$ cat config.mk
export PLATFORM = sky130hd
export DESIGN_NAME = serial_fb_loader
export DESIGN_NICKNAME = d
export VERILOG_FILES = /design/src/rtl/fbl_pkg.sv /design/src/rtl/fbl_clear_seq.sv /design/src/rtl/fbl_wr_ptr.sv /design/src/rtl/fbl_dpram.sv /design/src/rtl/serial_fb_loader.sv
export SDC_FILE = /design/constraint.sdc
export NUM_CORES = 2
export LEC_CHECK = 0
export ABC_CLOCK_PERIOD_IN_PS = 11700
export BUFFER_PORTS_ARGS = -buffer_cell sky130_fd_sc_hd__buf_2
export CAP_MARGIN = 10
export CORE_MARGIN = 4
export CORE_UTILIZATION = 40
export DETAILED_ROUTE_END_ITERATION = 8
export PLACE_DENSITY = 0.61
export SYNTH_ARGS = -nofsm -noshare
export SYNTH_HDL_FRONTEND = slang
export SYNTH_SLANG_ARGS = --single-unit
export TNS_END_PERCENT = 50
$ cat constraint.sdc
create_clock -name clk -period 11.7 [get_ports clk]
set_clock_uncertainty 0.2 [all_clocks]
set_input_delay 0.585 -clock clk [delete_from_list [all_inputs] [get_ports clk]]
set_output_delay 0.585 -clock clk [all_outputs]
set_load 0.1 [all_outputs]
$ cat src/rtl/fbl_pkg.sv
package fbl_pkg;
   typedef logic [7:0] byte_t;
   localparam byte_t DEFAULT_ESC = 8'h1B;
endpackage

$ cat src/rtl/fbl_clear_seq.sv
module fbl_clear_seq #(
   parameter int DEPTH  = 200,
   parameter int ADDR_W = $clog2(DEPTH)
) (
   input  logic              clk,
   input  logic              rst_n,
   output logic              busy,
   output logic [ADDR_W-1:0] addr
);
   localparam logic [ADDR_W-1:0] LAST = ADDR_W'(DEPTH - 1);

   generate
      if (DEPTH < 2) begin : g_bad_depth
         $error("fbl_clear_seq: DEPTH must be at least 2");
      end
   endgenerate

   always_ff @(posedge clk or negedge rst_n) begin
      if (!rst_n) begin
         busy <= 1'b1;
         addr <= '0;
      end else if (busy) begin
         if (addr == LAST) begin
            busy <= 1'b0;
            addr <= '0;
         end else begin
            addr <= addr + ADDR_W'(1);
         end
      end
   end

   AST_CLEAR_STICKY: assert property (@(posedge clk) disable iff (!rst_n)
      !busy |=> !busy);
   AST_CLEAR_STEP: assert property (@(posedge clk) disable iff (!rst_n)
      (busy && addr != LAST) |=> (busy && addr == $past(addr) + ADDR_W'(1)));
endmodule

$ cat src/rtl/fbl_wr_ptr.sv
module fbl_wr_ptr
   import fbl_pkg::*;
#(
   parameter int    ROWS   = 40,
   parameter int    COLS   = 5,
   parameter byte_t ESC    = DEFAULT_ESC,
   parameter int    ADDR_W = $clog2(ROWS * COLS)
) (
   input  logic              clk,
   input  logic              rst_n,
   input  logic              take,
   input  byte_t             data,
   output logic              we,
   output logic [ADDR_W-1:0] waddr,
   output byte_t             wdata
);
   localparam int ROW_W = $clog2(ROWS);
   localparam int COL_W = $clog2(COLS);
   localparam logic [ROW_W-1:0] LAST_ROW = ROW_W'(ROWS - 1);
   localparam logic [COL_W-1:0] LAST_COL = COL_W'(COLS - 1);
   localparam bit COLS_POW2 = ((1 << COL_W) == COLS);

   logic [ROW_W-1:0] row;
   logic [COL_W-1:0] col;
   logic             is_esc;

   assign is_esc = (data == ESC);

   always_ff @(posedge clk or negedge rst_n) begin
      if (!rst_n) begin
         row <= '0;
         col <= '0;
      end else if (take) begin
         if (is_esc) begin
            row <= '0;
            col <= '0;
         end else if (col == LAST_COL) begin
            col <= '0;
            row <= (row == LAST_ROW) ? '0 : row + ROW_W'(1);
         end else begin
            col <= col + COL_W'(1);
         end
      end
   end

   assign we    = take && !is_esc;
   assign wdata = data;

   generate
      if (COLS_POW2) begin : g_addr_concat
         assign waddr = ADDR_W'({row, col});
      end else begin : g_addr_mac
         assign waddr = ADDR_W'(row) * ADDR_W'(COLS) + ADDR_W'(col);
      end
   endgenerate

   AST_ESC_HOME: assert property (@(posedge clk) disable iff (!rst_n)
      (take && is_esc) |=> (row == '0 && col == '0));
   AST_COL_STEP: assert property (@(posedge clk) disable iff (!rst_n)
      (take && !is_esc && col != LAST_COL) |=>
         (col == $past(col) + COL_W'(1) && row == $past(row)));
   AST_ROW_WRAP: assert property (@(posedge clk) disable iff (!rst_n)
      (take && !is_esc && col == LAST_COL && row == LAST_ROW) |=>
         (row == '0 && col == '0));
   AST_IDLE_HOLD: assert property (@(posedge clk) disable iff (!rst_n)
      !take |=> ($stable(row) && $stable(col)));
   AST_PTR_RANGE: assert property (@(posedge clk) disable iff (!rst_n)
      (int'(row) < ROWS && int'(col) < COLS));
endmodule

$ cat src/rtl/fbl_dpram.sv
module fbl_dpram
   import fbl_pkg::*;
#(
   parameter int DEPTH  = 200,
   parameter int ADDR_W = $clog2(DEPTH)
) (
   input  logic              clk,
   input  logic              rst_n,
   input  logic              we,
   input  logic [ADDR_W-1:0] waddr,
   input  byte_t             wdata,
   input  logic              re,
   input  logic [ADDR_W-1:0] raddr,
   output byte_t             rdata
);
   byte_t mem [DEPTH];

   always_ff @(posedge clk) begin
      if (we) mem[waddr] <= wdata;
   end

   always_ff @(posedge clk or negedge rst_n) begin
      if (!rst_n)  rdata <= '0;
      else if (re) rdata <= mem[raddr];
   end

   AST_RD_HOLD: assert property (@(posedge clk) disable iff (!rst_n)
      !re |=> $stable(rdata));
endmodule

$ cat src/rtl/serial_fb_loader.sv
module serial_fb_loader
   import fbl_pkg::*;
#(
   parameter int    ROWS = 40,
   parameter int    COLS = 5,
   parameter byte_t ESC  = DEFAULT_ESC,
   parameter int    DEPTH  = ROWS * COLS,
   parameter int    ADDR_W = $clog2(DEPTH)
) (
   input  logic              clk,
   input  logic              rst_n,
   input  logic              in_valid,
   input  logic [7:0]        in_data,
   output logic              in_ready,
   input  logic              rd_en,
   input  logic [ADDR_W-1:0] rd_addr,
   output logic [7:0]        rd_data
);
   generate
      if (ROWS < 2) begin : g_bad_rows
         $error("serial_fb_loader: ROWS must be at least 2");
      end
      if (COLS < 2) begin : g_bad_cols
         $error("serial_fb_loader: COLS must be at least 2");
      end
      if (DEPTH != ROWS * COLS) begin : g_bad_depth
         $error("serial_fb_loader: DEPTH must equal ROWS*COLS");
      end
   endgenerate

   logic              clr_busy;
   logic [ADDR_W-1:0] clr_addr;
   logic              ptr_we;
   logic [ADDR_W-1:0] ptr_addr;
   byte_t             ptr_wdata;
   logic              take;
   logic              mem_we;
   logic [ADDR_W-1:0] mem_waddr;
   byte_t             mem_wdata;

   assign in_ready = !clr_busy;
   assign take     = in_valid && in_ready;

   fbl_clear_seq #(.DEPTH(DEPTH), .ADDR_W(ADDR_W)) u_clear (
      .clk  (clk),
      .rst_n(rst_n),
      .busy (clr_busy),
      .addr (clr_addr)
   );

   fbl_wr_ptr #(.ROWS(ROWS), .COLS(COLS), .ESC(ESC), .ADDR_W(ADDR_W)) u_ptr (
      .clk  (clk),
      .rst_n(rst_n),
      .take (take),
      .data (in_data),
      .we   (ptr_we),
      .waddr(ptr_addr),
      .wdata(ptr_wdata)
   );

   assign mem_we    = clr_busy || ptr_we;
   assign mem_waddr = clr_busy ? clr_addr : ptr_addr;
   assign mem_wdata = clr_busy ? '0 : ptr_wdata;

   fbl_dpram #(.DEPTH(DEPTH), .ADDR_W(ADDR_W)) u_ram (
      .clk  (clk),
      .rst_n(rst_n),
      .we   (mem_we),
      .waddr(mem_waddr),
      .wdata(mem_wdata),
      .re   (rd_en),
      .raddr(rd_addr),
      .rdata(rd_data)
   );

   AST_HOLD_OFF: assert property (@(posedge clk) disable iff (!rst_n)
      clr_busy |-> !in_ready);
   AST_NO_ESC_STORE: assert property (@(posedge clk) disable iff (!rst_n)
      (ptr_we && !clr_busy) |-> (ptr_wdata != ESC));
   AST_WADDR_RANGE: assert property (@(posedge clk) disable iff (!rst_n)
      mem_we |-> (int'(mem_waddr) < DEPTH));
endmodule

==> flow_results.xml <==
<?xml version="1.0" encoding="UTF-8"?>
<metrics>
  <group name="pwr">
    <metric name="power.density_cell_area" unit="nW/um^2">190</metric>
    <metric name="power.ir.vdd_worst" unit="V">0.000253</metric>
    <metric name="leakage" unit="nW">22.9</metric>
  </group>
  <group name="layout">
    <metric name="finalNetCount" unit="">3289</metric>
    <metric name="filler_cell_count" unit="">13200</metric>
    <metric name="multi_input_comb_area" unit="um^2">15700</metric>
    <metric name="area.growth.synth_to_final" unit="%">14.8</metric>
    <metric name="final_common_cell" unit="">edfxtp_1</metric>
    <metric name="finalInstanceArea" unit="um^2">74200</metric>
    <metric name="final_cell_mix" unit="">edfxtp_1, mux4_2, clkbuf_16</metric>
    <metric name="drive_above_1_share" unit="%">30.1</metric>
    <metric name="insertedDiodeCount" unit="">0</metric>
    <metric name="seq_area" unit="um^2">48700</metric>
  </group>
  <group name="synthesis">
    <metric name="postSynthRegisterBits" unit="">1626</metric>
    <metric name="synth_top_area_share" unit="%">74.3</metric>
    <metric name="synth.top_cells.by_area" unit="">edfxtp_1, mux4_2, nor4_1</metric>
    <metric name="netlist_instances" unit="">3129</metric>
    <metric name="dominantRegCellSynth" unit="">edfxtp_1</metric>
    <metric name="ys_types" unit="">71</metric>
    <metric name="syn-mean-instance-area" unit="um^2">20.7</metric>
    <metric name="synth_enable_flop_cells" unit="">1600</metric>
    <metric name="syn-cell-area" unit="um^2">64700</metric>
    <metric name="synth-seq-area-share" unit="%">75.3</metric>
    <metric name="synthesis.yosys.warnings" unit="">0</metric>
    <metric name="synthDominantAreaCellType" unit="">edfxtp_1</metric>
    <metric name="synth-async-reset-ratio" unit="%">1.60</metric>
    <metric name="syn_nets" unit="">3171</metric>
  </group>
  <group name="placement">
    <metric name="detailed_place_hpwl" unit="um">98800</metric>
    <metric name="io_buffer_count" unit="">28</metric>
    <metric name="area_after_dpl" unit="um^2">68500</metric>
    <metric name="globalplace.congestion" unit="">0.823</metric>
  </group>
  <group name="grt">
    <metric name="grt_first_pass_wirelength" unit="um">247000</metric>
    <metric name="tot_gr_track_use" unit="%">20.4</metric>
    <metric name="overflow" unit="">0</metric>
    <metric name="grt_start_max_net_pins" unit="">201</metric>
    <metric name="number_of_antenna_violations_at_the_first_check_in_global_routing" unit="">6</metric>
    <metric name="first_global_vias" unit="">33100</metric>
  </group>
  <group name="setup_path">
    <metric name="worst_path_max_fanout" unit="">46</metric>
    <metric name="data_arrival_critical_path" unit="ps">5520</metric>
    <metric name="critical-path-max-stage-delay" unit="ps">1110</metric>
    <metric name="critPathLaunchType" unit="">register</metric>
    <metric name="path_cells" unit="">ha_1, ha_1, fa_1, a21o_1, a21o_1, a21oi_1, o21ai_0, and3_4, buf_4, buf_4, nor4_2</metric>
    <metric name="critical_path.endpoint_type" unit="">register</metric>
    <metric name="crit_slowest_cell" unit="">nor4_2</metric>
    <metric name="crit_required" unit="ps">11910</metric>
    <metric name="path_delay_family" unit="">simple AND/OR/NAND/NOR gates</metric>
    <metric name="criticalPathCategory" unit="">reg -&gt; reg</metric>
    <metric name="worstPathBufferInverterCount" unit="">2</metric>
  </group>
  <group name="route">
    <metric name="final_antenna_net_count" unit="">0</metric>
    <metric name="avgViaCountPerCell" unit="">6.00</metric>
    <metric name="vias" unit="">33300</metric>
    <metric name="wl" unit="um">172000</metric>
    <metric name="drt-pass1-iter-count" unit="">5</metric>
    <metric name="drt_iter0_markers" unit="">4517</metric>
    <metric name="avgRoutedWirePerCell" unit="um">31.0</metric>
    <metric name="drcViolationCount" unit="">0</metric>
  </group>
  <group name="clock_network">
    <metric name="h-tree-depth" unit="">4</metric>
    <metric name="cts.repair_timing.setup_buffer_count" unit="">0</metric>
    <metric name="clockBufferDepth" unit="">3</metric>
    <metric name="insertion_delay" unit="ps">790</metric>
    <metric name="root_buffer" unit="">clkbuf_16</metric>
    <metric name="cts_made_buffers" unit="">169</metric>
    <metric name="cts.clk_slew.worst_paths" unit="ps">60</metric>
    <metric name="cts.sink_count" unit="">1626</metric>
    <metric name="tritoncts" unit="">yes</metric>
  </group>
  <group name="sta">
    <metric name="timing.final.hold_violations" unit="">0</metric>
    <metric name="max_slew_headroom" unit="%">14.8</metric>
    <metric name="timing_max_transition_violations_final" unit="">0</metric>
    <metric name="rsz0062_at_grt" unit="">false</metric>
    <metric name="layout_min_cycle_time" unit="ps">5320</metric>
    <metric name="worstMarginPinSlew" unit="ps">1280</metric>
    <metric name="setup-violations-final" unit="">0</metric>
    <metric name="max_freq" unit="GHz">0.188</metric>
    <metric name="final_min_period_over_clock_period" unit="%">45.5</metric>
    <metric name="fin_tns_setup" unit="ps">0</metric>
  </group>
  <group name="floorplan">
    <metric name="core_area" unit="um^2">161000</metric>
    <metric name="num_io_pins" unit="">29</metric>
    <metric name="die_h" unit="um">410</metric>
    <metric name="initial_core_utilization" unit="%">40.3</metric>
    <metric name="num_rows" unit="">147</metric>
    <metric name="floorplan_die_area" unit="um^2">168000</metric>
    <metric name="die_width" unit="um">410</metric>
  </group>
  <group name="job">
    <metric name="maxCapViolations" unit="">0</metric>
  </group>
  <group name="min_path">
    <metric name="worst_min_delay_path_class" unit="">in -&gt; reg</metric>
  </group>
  <group name="run_status">
    <metric name="status" unit="">finished, final reports clean</metric>
  </group>
</metrics>
==> worst reg2reg max path, delay by kind of cell, from the launching register on <==
kind	cells	cell delay, ps
AND/OR/NAND/NOR	2	1570
adder cells (fa/ha/maj)	3	1050
buffers and inverters	2	900
AO/OA/AOI/OAI	4	740
flip-flops	1	450
==> routing by layer <==
metal	track usage (%)	up-vias	share of wire, %	wire length (um)
met2	30.5	1700	46	78800
met5	0	-	0	0
met3	4.65	246	9.7	16700
met1	30.1	17800	42	72200
li1	-	13500	-	-
met4	5.62	0	2.6	4490
==> sequential cells by signal (all words and copies together), names as in the netlist <==
signal and cells:
u_clear.busy 1, u_ram.rdata 8, u_clear.addr 8, u_ptr.col 3
u_ram.mem 1600, u_ptr.row 6
==> cell families after synthesis <==
logic type	after synthesis	synth area share (%)
flip-flops	1626	75.3
multiplexers	508	15.6
AND/OR/NAND/NOR	484	4.11
buffers and inverters	244	1.91
AO/OA/AOI/OAI	235	2.53
adder cells (fa/ha/maj)	22	0.437
XOR/XNOR	10	0.135
==> final timing paths <==
check	startpoint	slack [ps]	to	cells past startpoint
worst min register to register	u_clear.addr[7]	320	u_clear.addr[7]	1
worst min-delay path	in_data[6]	70	u_ptr.row[4]	4
max in group asynchronous	rst_n	10530	u_clear.addr[6]	2
worst max-delay path	u_ptr.row[2]	6380	u_ram.mem[108][4]	11
min in group asynchronous	rst_n	250	u_ptr.row[2]	2
worst max register to register	u_ptr.row[2]	6380	u_ram.mem[108][4]	11
==> what timing repair did <==
action | in CTS | in global routing
gates resized for setup | 0 | 0
hold endpoints to repair | 30 | 0
hold buffers | 4 | 0
==> layout make-up <==
cell class	instances	area share [%]
clock buffer	209	6.22
clock inverter	105	1.42
inverter	15	0.0775
multi-input combinational	1259	21.2
sequential	1626	65.6
tap	2160	3.64
timing repair buffer	176	1.85
==> power by group <==
part / leakage, nW / switching, mW / internal (mW)
clock: 2.77 / 2.25 / 3.22
combinational: 5.47 / 1.56 / 0.422
sequential: 14.7 / 0.0509 / 6.58
total: 22.9 / 3.86 / 10.2
==> synth_stat cells (35+ instances only) <==
library cell	n
mux4_2	389
nor2_1	51
nand2_1	80
buf_2	36
edfxtp_1	1600
clkbuf_1	121
nand3_1	35
nor4_1	203
a21oi_1	40
a22oi_1	54
mux2i_1	83
==> per-stage QoR <==
step | hold slack, ps | instances | utilization (%) | power, mW | setup slack, ps
2_1_floorplan | 89.4 | 3129 | - | 7.75 | 4490
3_3_place_gp | 324 | 5230 | 42.7 | 8.69 | 6130
3_5_place_dp | 321 | 5230 | 42.7 | 8.72 | 6090
4_1_cts | 15.6 | 5548 | 46.2 | 14.2 | 6390
5_1_grt | 47.5 | 5550 | 46.2 | 14.5 | 6120
6_report | 74.1 | 5550 | 46.2 | 14.1 | 6380
No activity file was read; power rests on OpenSTA's default activity.
